File: config.mk
export PLATFORM = sky130hd
export DESIGN_NAME = dsp_word_decoder
export DESIGN_NICKNAME = d
export VERILOG_FILES = /design/src/rtl/dsp_word_decoder.sv
export SDC_FILE = /design/constraint.sdc
export NUM_CORES = 1
export LEC_CHECK = 0
export BUFFER_PORTS_ARGS = -buffer_cell sky130_fd_sc_hd__buf_2
export CAP_MARGIN = 20
export CORE_UTILIZATION = 40
export CTS_CLUSTER_SIZE = 14
export DETAILED_ROUTE_END_ITERATION = 6
export HOLD_SLACK_MARGIN = 0.05
export PLACE_DENSITY = 0.76
export SLEW_MARGIN = 10
export SYNTH_ARGS = -nofsm -noshare
export SYNTH_HDL_FRONTEND = slang
export SYNTH_SLANG_ARGS = --single-unit
File: constraint.sdc
create_clock -name clk -period 2 [get_ports clk]
set_input_delay 0.4 -clock clk [delete_from_list [all_inputs] [get_ports clk]]
set_output_delay 0.4 -clock clk [all_outputs]
set_load 0.03 [all_outputs]
File: src/rtl/dsp_word_decoder.sv
module dsp_word_decoder #(
  parameter bit OUT_REG = 1'b1
) (
  input  logic        clk,
  input  logic        rst_n,
  input  logic        in_valid,
  input  logic [31:0] in_word,
  output logic        out_valid,
  output logic [2:0]  cls,
  output logic [1:0]  amode,
  output logic [4:0]  dst_reg,
  output logic [4:0]  src_reg,
  output logic [15:0] imm16,
  output logic [4:0]  lmod,
  output logic [2:0]  lar,
  output logic [7:0]  ldisp,
  output logic [4:0]  a_reg,
  output logic        a_ind,
  output logic [4:0]  a_mod,
  output logic [2:0]  a_ar,
  output logic [4:0]  b_reg,
  output logic        b_ind,
  output logic [4:0]  b_mod,
  output logic [2:0]  b_ar,
  output logic [2:0]  pr16,
  output logic [2:0]  pr19,
  output logic [2:0]  pr22,
  output logic [1:0]  route,
  output logic [1:0]  pdst_a,
  output logic [1:0]  pdst_b,
  output logic        ldp,
  output logic [23:0] ldp_page
);
  localparam int DW = 120;

  logic [2:0]  c_cls;
  logic        c_three, c_madd, c_ldp;
  logic [DW-1:0] dec, q;

  always_comb begin
    if (in_word[31]) c_cls = in_word[30] ? 3'd2 : 3'd3;
    else case (in_word[30:29])
      2'b01:   c_cls = 3'd1;
      2'b11:   c_cls = 3'd4;
      default: c_cls = 3'd0;
    endcase
  end

  assign c_three = (c_cls == 3'd1);
  assign c_madd  = (c_cls == 3'd3);
  assign c_ldp   = (in_word[31:8] == 24'h087000);

  assign dec = {
    c_cls,
    in_word[22:21],
    in_word[20:16],
    in_word[4:0],
    in_word[15:0],
    in_word[15:11], in_word[10:8], in_word[7:0],
    in_word[4:0],  c_three & in_word[22], in_word[7:3],   in_word[2:0],
    in_word[12:8], c_three & in_word[21], in_word[15:11], in_word[10:8],
    in_word[18:16], in_word[21:19], in_word[24:22],
    c_madd ? in_word[25:24] : 2'b00,
    c_madd ? {1'b0, in_word[23]} : 2'b00,
    c_madd ? {1'b1, in_word[22]} : 2'b00,
    c_ldp,
    c_ldp ? {in_word[7:0], 16'h0000} : 24'h000000
  };

  generate
    if (OUT_REG) begin : g_reg
      logic [DW-1:0] r;
      logic          v;
      always_ff @(posedge clk or negedge rst_n) begin
        if (!rst_n) begin
          r <= '0;
          v <= 1'b0;
        end else begin
          v <= in_valid;
          if (in_valid) r <= dec;
        end
      end
      assign q = r;
      assign out_valid = v;
    end else begin : g_comb
      assign q = dec;
      assign out_valid = in_valid;
    end
  endgenerate

  assign {cls, amode, dst_reg, src_reg, imm16, lmod, lar, ldisp,
          a_reg, a_ind, a_mod, a_ar, b_reg, b_ind, b_mod, b_ar,
          pr16, pr19, pr22, route, pdst_a, pdst_b, ldp, ldp_page} = q;
endmodule


== Yosys cells after proc, flatten, opt, wreduce, memory -nomap -nowiden ==
Cells that the tools add are included.

* Equality and inequality tests: 5
* Multiplexer cells: 7
* Bitwise operators: 2

{| class="wikitable"
|+ Operator list
! operator !! count
|-
| $eq 24x20->1 const B || 1
|-
| $mux 24 || 1
|-
| $pmux 3 s2 || 1
|-
| $mux 2 || 2
|-
| $eq 3x1->1 const B || 1
|-
| $eq 3x2->1 const B || 1
|-
| $mux 3 || 1
|-
| $and 1x1->1 || 2
|-
| $eq 2x1->1 const B || 1
|-
| $eq 2x2->1 const B || 1
|-
| $mux 1 || 2
|}

* Bits in registers: 116
* Logic and storage cells: 16

== Depth between registers and ports, before layout ==
* Depth after elaboration: 5
* Gate-level depth with buffers: 4

== Least setup slack after synthesis ==
Ideal clock, no wire load.

* Kind: input-to-reg
* Start point: input port in_valid
* End point: register g_reg.r[106]
* Library setup time: 125 ps
* Arrival time: 1,201 ps
* Required time: 1,875 ps
* Path slack: 675 ps
* Cell stages on the path: 3
* Path buffers: 2
* Cells stage by stage: clkbuf_1 > buf_2 > mux2_2

{| class="wikitable"
|+ RTL lines
! what !! RTL line !! RTL
|-
| start, declared || 6 || <nowiki>input logic in_valid,</nowiki>
|-
| end signal, assigned || 76 || <nowiki>r <= '0;</nowiki>
|-
| end signal, assigned || 80 || <nowiki>if (in_valid) r <= dec;</nowiki>
|-
| end, declared || 72 || <nowiki>logic [DW-1:0] r;</nowiki>
|}

No word-level cell between the ends.

== Worst setup path after layout ==
* Start point: input port in_word[9]
* End point: register g_reg.r[20]

* Cells in the longest elaborated chain, start to end: 2

{| class="wikitable"
|+ Ends and longest elaborated chain
! what !! RTL line !! RTL
|-
| start, declared || 7 || <nowiki>input logic [31:0] in_word,</nowiki>
|-
| $eq 24x20->1 || 51 || <nowiki>assign c_ldp = (in_word[31:8] == 24'h087000);</nowiki>
|-
| $mux 24 || 67 || <nowiki>c_ldp ? {in_word[7:0], 16'h0000} : 24'h000000</nowiki>
|}

No other way between the ends.
A chain may end at the register's enable or synchronous reset.

==> impl_metrics.env <==
export IMPL_power_mw=2.408
export IMPL_tightestPinTransition_ps=568.1
export IMPL_pin_count=151
export IMPL_setup_tns_final_ps=0
export IMPL_synth_edf_count=0
export IMPL_worstSetupEndpointType="flop"
export IMPL_synthCells=219
export IMPL_max_stage_delay_ps=440
export IMPL_fin_crit_ps=1322
export IMPL_synth_seq_cells=45
export IMPL_core_um2=5608
export IMPL_grt_pass1_vias=1552
export IMPL_nets=335
export IMPL_htreeDepth=2
export IMPL_placed_area_um2=2640
export IMPL_design_area_um2=2744
export IMPL_place_hpwl_um=3583
export IMPL_track_usage_pct=15.67
export IMPL_synth_largest_area_cell="dfrtp_1"
export IMPL_setup_viol=0
export IMPL_cp_required_ps=2190
export IMPL_numPortBuffers=133
export IMPL_maxCapViolCount=0
export IMPL_synth_area_leaders="dfrtp_1, buf_4, mux2_2, inv_1, o21ai_0"
export IMPL_synth_seq_area_share_pct=47.80
export IMPL_drtIter0Drc=60
export IMPL_yosysMostFrequentCell="buf_4"
export IMPL_run_status="finished, final reports clean"
export IMPL_synthFlopType="dfrtp_1"
export IMPL_slew_headroom_pct=62.13
export IMPL_clock_sink_count=45
export IMPL_antenna_found_initial=0
export IMPL_numCtsBuffers=5
export IMPL_crit_fanout=9
export IMPL_hp_class="in2async"
export IMPL_clk_pin_slew_ps=80
export IMPL_grt_pass1_wl_um=7507
export IMPL_p_per_area_nw_per_um2=877.7
export IMPL_cts_tree="yes"
export IMPL_vias=1687
export IMPL_dr_pass1_iters=4
export IMPL_postCtsHoldBufs=0
export IMPL_max_clock_path_buffers=2
export IMPL_crit_path_top_delay_cell="nor4b_2"
export IMPL_max_clock_freq_ghz=0.7566
export IMPL_synth_area_um2=2356
export IMPL_placement_rows=27
export IMPL_drc=0
export IMPL_grt_overflow_total=0
export IMPL_place_gp_congestion=0.7719
export IMPL_clock_latency_ps=290
export IMPL_viasPerCell=4.535
export IMPL_yosysUniqueCellTypes=21
export IMPL_avgRoutedWirePerCell_um=12.88
export IMPL_diodes=0
export IMPL_ir_drop_mv=0.2948
export IMPL_layout_drive_gt1_share_pct=54.33
export IMPL_p_leak_nw=1.480
export IMPL_grt_max_degree=55
export IMPL_start_util_pct=42.01
export IMPL_die_x_um=78.75
export IMPL_slew_violations=0
export IMPL_synth_common_cells="buf_4, dfrtp_1, inv_1, nand2_1, o21ai_0"
export IMPL_worstPathArrival_ps=1510
export IMPL_route_antenna_remaining_nets=0
export IMPL_die_area_um2=6201
export IMPL_crit_chain="buf_2 -> nor4b_2 -> nand4_4 -> o32ai_1"
export IMPL_cts_resized=0
export IMPL_fin_skew_ps=0
export IMPL_cts_setup_buffers=0
export IMPL_finalHoldViolCount=0
export IMPL_synth_top_area_share_pct=47.80
export IMPL_whs_ps=180.5
export IMPL_startpoint_type="input port"
export IMPL_avgSynthCellArea_um2=10.76
export IMPL_cts_root_buf="clkbuf_8"
export IMPL_routed_wl_um=4792
export IMPL_synthArstFlopShare_pct=100.0
export IMPL_die_h_um=78.75
export IMPL_fin_crit_sh_pct=66.08
export IMPL_crit_type="in2reg"
export IMPL_yosys_warnings=0
export IMPL_grt_setup_unrepaired="false"
export IMPL_syn_to_final_growth_pct=16.46
==> per-stage QoR <==
step / util, % / cells / setup WS, ps
6_report: 48.93 / 372 / 678.3
5_1_grt: 48.93 / 372 / 539.1
4_1_cts: 48.93 / 372 / 647.6
3_5_place_dp: 47.08 / 365 / 321.6
3_3_place_gp: 47.08 / 365 / 413.9
2_1_floorplan: - / 235 / 674.5
==> power by group <==
group          switching [mW]  internal, mW
clock                   0.302         0.363
sequential             0.0487         0.971
combinational           0.535         0.188
total                   0.886          1.52
==> final cells by class <==
type	count	area [um^2]
Tap cell	72	90.09
Inverter	24	90.09
Timing Repair Buffer	135	693.2
Multi-Input combinational cell	89	640.6
Clock buffer	5	68.82
Sequential cell	45	1126
Clock inverter	2	35.03
Fill cell	537	2864
==> critical path: cells and delay by family <==
| kind | cells | cell delay, ps |
|---|---|---|
| compound gates | 1 | 330 |
| buf+inv | 1 | 110 |
| simple gates | 2 | 670 |
==> cells by family (layout without fill, tap and decap cells) <==
kind of cell | Yosys count | in the layout | synth area share [%]
multiplexers | 14 | 14 | 6.691
other | 1 | 17 | 0.1592
AO/OA/AOI/OAI | 31 | 31 | 9.081
flip-flops | 45 | 45 | 47.80
buffers and inverters | 101 | 166 | 27.56
AND/OR/NAND/NOR | 27 | 27 | 8.709
==> final timing paths <==
check | to | slack, ps | startpoint | cells past startpoint
max | g_reg.r[20] | 680 | in_word[9] | 4
min | g_reg.r[89] | 180 | rst_n | 2
max reg2reg | g_reg.r[95] | 1200 | g_reg.r[95] | 1
min reg2reg | g_reg.r[24] | 490 | g_reg.r[24] | 1
max in group asynchronous | g_reg.r[108] | 1430 | rst_n | 2
min in group clk | g_reg.r[101] | 340 | in_word[1] | 3
==> registers in the layout (all words and copies together), names as in the netlist <==
signal / flops
g_reg.r: 44
out_valid: 1
==> cells in the final DEF, fill, tap and decap left out, drive strengths merged <==
cell / n
conb: 17
nand3: 1
mux2: 14
nand4b: 1
o211ai: 1
nand2: 17
o2bb2ai: 7
clkbuf: 5
inv: 23
buf: 135
dfrtp: 45
nand4: 1
nor2: 1
o21ai: 15
o32ai: 8
bufinv: 1
clkinv: 2
nor4: 2
nor4b: 4
==> layer usage <==
metal	vias up	routed length, um	global-route usage, %
met3	8	274	3.333
li1	800	-	-
met5	-	0	0
met2	77	2489	27.30
met4	0	64	4.815
met1	802	1963	19.29
No activity file was read; power rests on OpenSTA's default activity.
